==> config.mk <==
export PLATFORM = sky130hd
export DESIGN_NAME = csio_irq_unit
export DESIGN_NICKNAME = d
export VERILOG_FILES = /design/src/rtl/csio_pkg.sv /design/src/rtl/csio_shift.sv /design/src/rtl/csio_irq_arb.sv /design/src/rtl/csio_irq_unit.sv
export SDC_FILE = /design/constraint.sdc
export NUM_CORES = 1
export LEC_CHECK = 0
export BUFFER_PORTS_ARGS = -buffer_cell sky130_fd_sc_hd__buf_2
export CELL_PAD_IN_SITES_DETAIL_PLACEMENT = 0
export CELL_PAD_IN_SITES_GLOBAL_PLACEMENT = 1
export CORE_UTILIZATION = 49
export DETAILED_ROUTE_END_ITERATION = 6
export MAX_ROUTING_LAYER = met4
export PLACE_DENSITY_LB_ADDON = 0.05
export SLEW_MARGIN = 20
export SYNTH_ARGS = -nofsm -noshare
export SYNTH_HDL_FRONTEND = slang
export SYNTH_SLANG_ARGS = --single-unit
==> constraint.sdc <==
create_clock -name clk -period 6 [get_ports clk]
set_input_delay 1.5 -clock clk [delete_from_list [all_inputs] [get_ports clk]]
set_output_delay 1.5 -clock clk [all_outputs]
set_load 0.05 [all_outputs]
==> src/rtl/csio_pkg.sv <==
`timescale 1ns/1ps
package csio_pkg;

    // Mode field: bit0 enables reception, bit1 selects continuous operation.
    typedef enum logic [1:0] {
        MODE_SGL_TX   = 2'd0,
        MODE_SGL_TXRX = 2'd1,
        MODE_CNT_TX   = 2'd2,
        MODE_CNT_TXRX = 2'd3
    } xfer_mode_e;

    typedef enum logic [1:0] {
        A_CTRL  = 2'd0,
        A_TXBUF = 2'd1,
        A_RXBUF = 2'd2,
        A_STAT  = 2'd3
    } reg_addr_e;

    typedef struct packed {
        logic rx_full;
        logic tx_full;
        logic busy;
        logic ovr;
    } stat_t;

    localparam int MODE_LSB = 0;
    localparam int WL_LSB   = 4;
    localparam int DIV_LSB  = 8;

    function automatic logic mode_cont(xfer_mode_e m);
        return m[1];
    endfunction

    function automatic logic mode_rx(xfer_mode_e m);
        return m[0];
    endfunction

    function automatic int unsigned word_len(int unsigned code, int unsigned lo, int unsigned hi);
        return (lo + code > hi) ? hi : lo + code;
    endfunction

endpackage

==> src/rtl/csio_shift.sv <==
`timescale 1ns/1ps
module csio_shift
    import csio_pkg::*;
#(
    parameter int DATA_W = 16,
    parameter int DIV_W  = 8,
    localparam int CNT_W = $clog2(DATA_W + 1)
) (
    input  logic              clk,
    input  logic              rst,
    input  logic [DIV_W-1:0]  half,
    input  logic [CNT_W-1:0]  len,
    input  logic [DATA_W-1:0] tx_word,
    input  logic              tx_avail,
    input  logic              chain_en,
    input  logic              sdi,
    output logic              sclk,
    output logic              sdo,
    output logic              busy,
    output logic              load,
    output logic              done,
    output logic [DATA_W-1:0] rx_word
);

    logic [DIV_W-1:0]  hcnt;
    logic [CNT_W-1:0]  bitcnt;
    logic [DATA_W-1:0] sh;
    logic [DATA_W-1:0] rx_sh;
    logic [DATA_W-1:0] aligned;
    logic              tick;
    logic              rise;

    always_comb begin
        aligned = tx_word << (CNT_W'(DATA_W) - len);
        tick    = busy && (hcnt == half);
        rise    = tick && !sclk;
        done    = rise && (bitcnt == len - 1'b1);
        load    = (!busy && tx_avail) || (done && chain_en && tx_avail);
        rx_word = {rx_sh[DATA_W-2:0], sdi};
    end

    always_ff @(posedge clk) begin
        if (rst) begin
            busy   <= 1'b0;
            sclk   <= 1'b1;
            sdo    <= 1'b0;
            hcnt   <= '0;
            bitcnt <= '0;
            sh     <= '0;
            rx_sh  <= '0;
        end else if (!busy) begin
            if (tx_avail) begin
                busy   <= 1'b1;
                sclk   <= 1'b0;
                sdo    <= aligned[DATA_W-1];
                sh     <= aligned << 1;
                hcnt   <= '0;
                bitcnt <= '0;
                rx_sh  <= '0;
            end
        end else begin
            hcnt <= tick ? '0 : hcnt + 1'b1;
            if (tick && sclk) begin
                sclk <= 1'b0;
                sdo  <= sh[DATA_W-1];
                sh   <= sh << 1;
            end
            if (rise) begin
                sclk  <= 1'b1;
                rx_sh <= rx_word;
                if (done) begin
                    bitcnt <= '0;
                    if (load) begin
                        sh    <= aligned;
                        rx_sh <= '0;
                    end else begin
                        busy <= 1'b0;
                    end
                end else begin
                    bitcnt <= bitcnt + 1'b1;
                end
            end
        end
    end

    // the serial clock rests high whenever no word is in flight
    p_idle_high_r3: assert property (@(posedge clk) disable iff (rst)
        !busy |-> sclk);

    // the data line moves only together with a falling serial clock
    p_sdo_on_fall_r2: assert property (@(posedge clk) disable iff (rst)
        !$stable(sdo) |-> $fell(sclk));

endmodule

==> src/rtl/csio_irq_arb.sv <==
`timescale 1ns/1ps
module csio_irq_arb #(
    parameter int NREQ = 2,
    localparam int IDX_W = (NREQ > 1) ? $clog2(NREQ) : 1
) (
    input  logic             clk,
    input  logic             rst,
    input  logic [NREQ-1:0]  req,
    output logic             any,
    output logic [IDX_W-1:0] idx
);

    // Fixed priority: the lowest request index wins.
    always_comb begin
        any = |req;
        idx = '0;
        for (int i = NREQ - 1; i >= 0; i--) begin
            if (req[i]) idx = IDX_W'(i);
        end
    end

    // request 0 (done) always outranks the others
    p_low_index_wins_r9: assert property (@(posedge clk) disable iff (rst)
        req[0] |-> (any && idx == '0));

endmodule

==> src/rtl/csio_irq_unit.sv <==
`timescale 1ns/1ps
module csio_irq_unit
    import csio_pkg::*;
#(
    parameter int DATA_W = 16,
    parameter int DIV_W  = 8,
    parameter int WL_W   = 4,
    parameter int MIN_W  = 8
) (
    input  logic              clk,
    input  logic              rst,
    input  logic              wr_en,
    input  logic              rd_en,
    input  logic [1:0]        addr,
    input  logic [DATA_W-1:0] wdata,
    output logic [DATA_W-1:0] rdata,
    output logic              sclk,
    output logic              sdo,
    input  logic              sdi,
    output logic              irq_rc,
    output logic              irq_te,
    output logic              irq_any,
    output logic              irq_hi
);

    localparam int CNT_W = $clog2(DATA_W + 1);

    logic [DATA_W-1:0] ctrl_q, txbuf_q, rxbuf_q;
    logic              tx_full_q, rx_full_q, ovr_q;
    logic              irq_rc_q, irq_te_q;

    xfer_mode_e        mode;
    logic              cont;
    logic [WL_W-1:0]   wl;
    logic [DIV_W-1:0]  half;
    logic [CNT_W-1:0]  len;
    logic              wr_ctrl, wr_tx, wr_stat, rd_rx, rd_stat, rx_take;
    logic              sh_busy, sh_load, sh_done;
    logic [DATA_W-1:0] sh_rx;
    stat_t             stat;

    always_comb begin
        mode    = xfer_mode_e'(ctrl_q[MODE_LSB +: 2]);
        cont    = mode_cont(mode);
        wl      = ctrl_q[WL_LSB +: WL_W];
        half    = ctrl_q[DIV_LSB +: DIV_W];
        len     = CNT_W'(word_len(32'(wl), MIN_W, DATA_W));
        wr_ctrl = wr_en && (addr == A_CTRL);
        wr_tx   = wr_en && (addr == A_TXBUF);
        wr_stat = wr_en && (addr == A_STAT);
        rd_rx   = rd_en && (addr == A_RXBUF);
        rd_stat = rd_en && (addr == A_STAT);
        rx_take = sh_done && mode_rx(mode);
        stat    = '{rx_full: rx_full_q, tx_full: tx_full_q, busy: sh_busy, ovr: ovr_q};
        unique case (addr)
            A_CTRL:  rdata = ctrl_q;
            A_TXBUF: rdata = txbuf_q;
            A_RXBUF: rdata = rxbuf_q;
            default: rdata = DATA_W'(stat);
        endcase
    end

    csio_shift #(
        .DATA_W (DATA_W),
        .DIV_W  (DIV_W)
    ) u_shift (
        .clk      (clk),
        .rst      (rst),
        .half     (half),
        .len      (len),
        .tx_word  (txbuf_q),
        .tx_avail (tx_full_q),
        .chain_en (cont),
        .sdi      (sdi),
        .sclk     (sclk),
        .sdo      (sdo),
        .busy     (sh_busy),
        .load     (sh_load),
        .done     (sh_done),
        .rx_word  (sh_rx)
    );

    always_ff @(posedge clk) begin
        if (rst) begin
            ctrl_q    <= '0;
            txbuf_q   <= '0;
            rxbuf_q   <= '0;
            tx_full_q <= 1'b0;
            rx_full_q <= 1'b0;
            ovr_q     <= 1'b0;
            irq_rc_q  <= 1'b0;
            irq_te_q  <= 1'b0;
        end else begin
            irq_rc_q <= sh_done && (mode_rx(mode) || !cont);
            irq_te_q <= sh_load && cont;
            if (wr_ctrl) ctrl_q <= wdata;
            if (wr_tx) txbuf_q <= wdata;
            if (wr_tx) tx_full_q <= 1'b1;
            else if (sh_load) tx_full_q <= 1'b0;
            if (rx_take) begin
                rxbuf_q   <= sh_rx;
                rx_full_q <= 1'b1;
            end else if (rd_rx) begin
                rx_full_q <= 1'b0;
            end
            if (rx_take && rx_full_q && !rd_rx) ovr_q <= 1'b1;
            else if (rd_stat || (wr_stat && wdata[0])) ovr_q <= 1'b0;
        end
    end

    csio_irq_arb #(
        .NREQ (2)
    ) u_arb (
        .clk (clk),
        .rst (rst),
        .req ({irq_te_q, irq_rc_q}),
        .any (irq_any),
        .idx (irq_hi)
    );

    assign irq_rc = irq_rc_q;
    assign irq_te = irq_te_q;

    // buffer-free requests only follow a cycle spent in a continuous mode
    p_te_cont_only_r6: assert property (@(posedge clk) disable iff (rst)
        irq_te_q |-> $past(cont));

    // an overrun arrives together with a done request
    p_ovr_raises_rc_r8: assert property (@(posedge clk) disable iff (rst)
        $rose(ovr_q) |-> irq_rc_q);

    // overrun needs an unread word already in the receive buffer
    p_ovr_after_full_r8: assert property (@(posedge clk) disable iff (rst)
        $rose(ovr_q) |-> $past(rx_full_q));

    // the end of a single-mode transfer always raises the done request
    p_single_end_rc_r5: assert property (@(posedge clk) disable iff (rst)
        ($fell(sh_busy) && !$past(cont)) |-> irq_rc_q);

endmodule

# Yosys cells after proc, flatten, opt, wreduce, memory -nomap -nowiden
# Cells that the tools add are included.
[word_totals]
reg_bits = 100
elab_cells = 104
latchBits = 0
input_bits = 23
ram_bits = 0
mem_bits_ro = 0
memories = 0
out_inout_bits = 22
[classes]
div_mod_pow = 0
order_cmp = 1
n_reduce_logical = 34
multipliers = 0
n_bitwise = 0
addsub = 5
mux = 40
eq_ne = 8
shifts = 1
[op_table]
columns = ["operator", "n"]
rows = [
  ["$mux 16", 6],
  ["$mux 15", 5],
  ["$pmux 16 s3", 1],
  ["$gt 32x5->1 const B", 1],
  ["$mux 5", 5],
  ["$mux 8", 3],
  ["$mux 1", 20],
  ["$logic_and 1x1->1", 18],
  ["$shl 16x5->16", 1],
  ["$add 8x1->8 const B", 1],
  ["$eq 8x8->1", 1],
  ["$reduce_bool 2->1", 4],
  ["$reduce_and 2->1", 3],
  ["$add 4x4->5 const A", 1],
  ["$add 5x1->5 const B", 1],
  ["$eq 5x5->1", 1],
  ["$sub 5x1->5 const B", 1],
  ["$sub 5x5->5 const A", 1],
  ["$eq 2x2->1 const B", 2],
  ["$logic_not 1->1", 4],
  ["$ne 2x2->1 const B", 2],
  ["$logic_or 1x1->1", 3],
  ["$ne 3x3->1 const B", 1],
  ["$eq 2x1->1 const B", 1],
  ["2 further kinds", 2],
]

# Longest topological paths before layout
[depth]
word_depth = 13
mapped_depth = 15
mapped_depth_nobuf = 9

# Cells and area by module
# A second synthesis with hierarchy kept.
[hier_totals]
cells_unflattened = 699
hier_area_um2 = 5646.7
[modules_own_cells]
columns = ["module", "seq_area_each_um2", "instances", "area_each_um2", "cells_per_inst"]
rows = [
  ["csio_shift", 940.9, 1, 3379.5, 414],
  ["csio_irq_unit", 1061.0, 1, 2254.7, 283],
  ["csio_irq_arb", 0.0, 1, 12.5, 2],
]

# Worst setup path after synthesis
# Ideal clock, no wire load.
[synth_path]
path_kind = "input to output"
start = "input port addr[0]"
end = "output port rdata[10]"
cell_stages = 4
n_path_buf = 2
arrival_time_ns = 3.627
required_time_ns = 4.500
setup_slack_ns = 0.873
cell_sequence = "buf_1 > clkbuf_1 > mux2i_1 > o21ai_0"
[synth_via]
elab_chain_len = 2
word_cells_on_any_way = 4
classes_between = "eq/ne: 2; mux: 1; reduce/logical: 1"
[synth_rtl]
columns = ["element", "line_no", "source"]
rows = [
  ["from (decl)", "csio_irq_unit.sv:14", "input logic [1:0] addr,"],
  ["$eq 2x2->1 (tied with other cells)", "csio_irq_unit.sv:55", "unique case (addr)"],
  ["$pmux 16 s3 *", "csio_irq_unit.sv:55", ""],
  ["to (decl)", "csio_irq_unit.sv:16", "output logic [DATA_W-1:0] rdata,"],
]
# Mark *: on every way between the ends. The rest lies on a longest branch, timed or not.

# Worst setup path in the final report
[layout_path]
start = "register ctrl_q[4]"
end = "register u_shift.sh[7]"
[layout_via]
elab_chain_len = 13
word_cells_on_any_way = 16
classes_between = "add/sub: 3; order compare: 1; eq/ne: 1; shift: 1; mux: 6; reduce/logical: 4"
[layout_rtl]
columns = ["element", "line_no", "source"]
rows = [
  ["from (decl)", "csio_irq_unit.sv:28", "logic [DATA_W-1:0] ctrl_q, txbuf_q, rxbuf_q;"],
  ["from (signal assigned)", "csio_irq_unit.sv:96", "if (wr_ctrl) ctrl_q <= wdata;"],
  ["$add 4x4->5 *", "csio_pkg.sv:39", "return (lo + code > hi) ? hi : lo + code;"],
  ["$gt 32x5->1", "csio_pkg.sv:39", ""],
  ["$mux 5 *", "csio_pkg.sv:39", ""],
  ["branches (longest 9 deep; another with $sub 5x5->5)", "-", ""],
  ["$mux 16 *", "csio_shift.sv:51", "end else if (!busy) begin"],
  ["to (signal assigned)", "csio_shift.sv:56", "sh <= aligned << 1;"],
  ["to (signal assigned)", "csio_shift.sv:66", "sh <= sh << 1;"],
  ["to (signal assigned)", "csio_shift.sv:74", "sh <= aligned;"],
  ["to (decl)", "csio_shift.sv:27", "logic [DATA_W-1:0] sh;"],
]
# Mark *: on every way between the ends. The select of a mux whose other input is x is not followed.
# A chain may end at the register's enable or synchronous reset.

==> qor.txt <==
Leak - 2.24 nW
Num CTS Buffers - 9
# IOs - 45
peak supply drop - 0.266 mV
P_int - 1.10 mW
synthesis-to-layout area growth - 8.82%
worst hold path class - reg -> reg
final antenna-violating net count - 0
area leader, netlist - dfxtp_1
TritonCTS clock tree - done
fin worst setup slack - 1.30 ns
Syn Nets - 727
register area share after synthesis - 0.350
Synth Flop Type - dfxtp_1
Post-DP Area - 5890 um^2
clk_skew - 0.00848 ns
RePlAce Congestion - 0.885
num rows - 39
core area - 11,400 um^2
Setup Fix Bufs, Post-CTS - 0
drt wl/cell - 19.7 um
grt met1 use - 0.364
die height - 110 um
residual DRC count - 0
worst reg2reg path endpoint - u_shift.sh[7]
clock root buffer master - clkbuf_16
initial antenna violation count - 0
met2 Usage GRT - 0.513
RSZ-0062 raised after global routing - no
Worst-Skew Late Latency - 0.35 ns
area of the mapped netlist - 5720 um^2
Tot GR Track Use - 0.301
FMAX - 213 MHz
hold path depth - 2
HP Start - ctrl_q[3]
top cell type's share of synthesized area - 0.350
Sink Count - 100
Sw Pwr - 0.394 mW
cts hold-fix bufs - 0
HPWL after DPL - 11.9 mm
Pwr Density - 240 nW/um^2
yosys warns - 0
CP max FO - 24
#FFs+latches synth - 100
Setup-failing EPs final - 0
WP data arrival - 4.94 ns
most frequent cell after synthesis - nand2_1
FF-to-FF setup slack - 1.30 ns
largest net degree at the start of global routing - 50
TNS Setup - 0 ns
final wirelength - 16.8 mm
met3 global-route usage - 0.0470
GR peak layer - met2
Sw Ratio - 0.264
H-tree depth - 3
Slew Limit Headroom - 0.291
die width - 110 um
Yosys cell types - 74
Hold EP - ctrl_q[3]
finished layout cell area - 6220 um^2
Sequential Power Share - 0.464
number of buffers added on ports - 44
CP Class - reg -> reg
Reg clk slew, reported paths - 0.07 ns
cts repair resizes - 0
die area - 12,100 um^2
number of global-route vias before repair - 4,997
max cap viols - 0
outcome - completed
Synth area leaders - dfxtp_1, nand2_1, mux2i_1
worst slack, placed - 1.41 ns
total vias in the final route - 5,223
worst slew pin tran - 1.06 ns
initial core utilization - 0.501
Max Slew Vio Count - 0
layout cells sized above 1 - 0.152
Fin Hold WS - 0.459 ns
DRT iter0 DRCs - 350
synth cell count leaders - nand2_1, dfxtp_1, a21oi_1
Worst R2R Path Depth - 8
Min Clock Period, post-route - 4.70 ns
clock network fraction of total power - 0.425
Syn Inst Count - 700
worst r2r src - ctrl_q[4]
fin crit share - 0.783
final cell count without fillers - 853
gr ovfl total - 0
Comb power frac - 0.112
placed cell count - 837
number of synthesized flops with an enable pin - 0
post-DR vias/cell - 6.12
Antenna Cells - 0
Post-Syn Area per Cell - 8.17 um^2
# nets final - 732
CP startpoint kind - flip-flop
DRT Pass-1 Iters - 4
crit end category - flip-flop
Required @ worst endpoint - 6.24 ns
Max Buffers Root-to-Sink - 2
Post-synth ARST share - 0
endpoints failing hold - 0
global-route wire length before repair - 26.5 mm
[critical path: stages (launching register included)]
cell and delay, ns:
dfxtp_1 0.67, nor2b_2 0.57, inv_1 0.51, ha_1 1.09, xnor2_1 0.16, nor3_2 0.54
and3b_1 0.56, nor2_2 0.12, a221o_1 0.36
[stage by stage]
step	total power, mW	utilization
CTS	1.50	0.544
finish	1.49	0.545
floorplan	0.822	-
global route	1.54	0.545
global placement	0.868	0.516
detailed placement	0.870	0.516
[layout make-up]
type,count,area (um^2)
fillers,1098,5200
inverters,5,18.8
multi-input cells,543,3470
well taps,143,179
flip-flops and latches,100,2000
clock buffers,11,233
clock inverters,5,85.1
repair buffers,46,235
[cell families (layout without fill, tap and decap cells)]
logic type | count (synthesis) | after routing | share of synthesized area
XOR/XNOR | 16 | 16 | 0.0258
flip-flops | 100 | 100 | 0.350
AND/OR/NAND/NOR | 275 | 275 | 0.232
buffers and inverters | 57 | 67 | 0.0462
AO/OA/AOI/OAI | 182 | 182 | 0.200
adder cells (fa/ha/maj) | 4 | 4 | 0.00875
multiplexers | 66 | 66 | 0.137
[routing by layer]
layer  vias to the layer above  share of wire  routed length (um)
li1                       2520              -                   -
met1                      2506           0.43                7170
met2                       167           0.50                8350
met3                        30          0.050                 831
met4                         0          0.026                 432
met5                         -              0                   0
[state kept, by name, summed over array words and instances, names as in the netlist, 5 cells and up]
name,flops
u_shift.hcnt,8
ctrl_q,16
u_shift.bitcnt,5
u_shift.sh,16
txbuf_q,16
u_shift.rx_sh,15
rxbuf_q,16
[layout by cell type, fill, tap and decap left out, drive strengths merged, types with 13 or more instances in the layout]
cell and count:
nand2 133, mux2i 38, nor2 49, buf 46
a22oi 22, mux2 20, nand3 17, o21ai 31
xnor2 13, dfxtp 100, a21oi 71
[power by group through the flow]
stage	sequential [mW]	combinational, mW	clock, mW
after global placement	0.707	0.161	0
after detailed placement	0.707	0.163	0
after floorplan	0.698	0.124	0
after global routing	0.693	0.180	0.672
final	0.692	0.167	0.634
after CTS	0.692	0.164	0.645
[worst max path at each step]
stage | startpoint | slack (ns) | endpoint
floorplan | addr[0] | 0.87 | rdata[10]
global placement | addr[1] | 1.44 | rdata[4]
detailed placement | ctrl_q[4] | 1.41 | u_shift.sh[7]
CTS | ctrl_q[4] | 1.40 | rxbuf_q[5]
global route | ctrl_q[4] | 0.93 | ovr_q
finish | ctrl_q[4] | 1.30 | u_shift.sh[7]
Note: power is estimated with default switching activity, not from simulation.
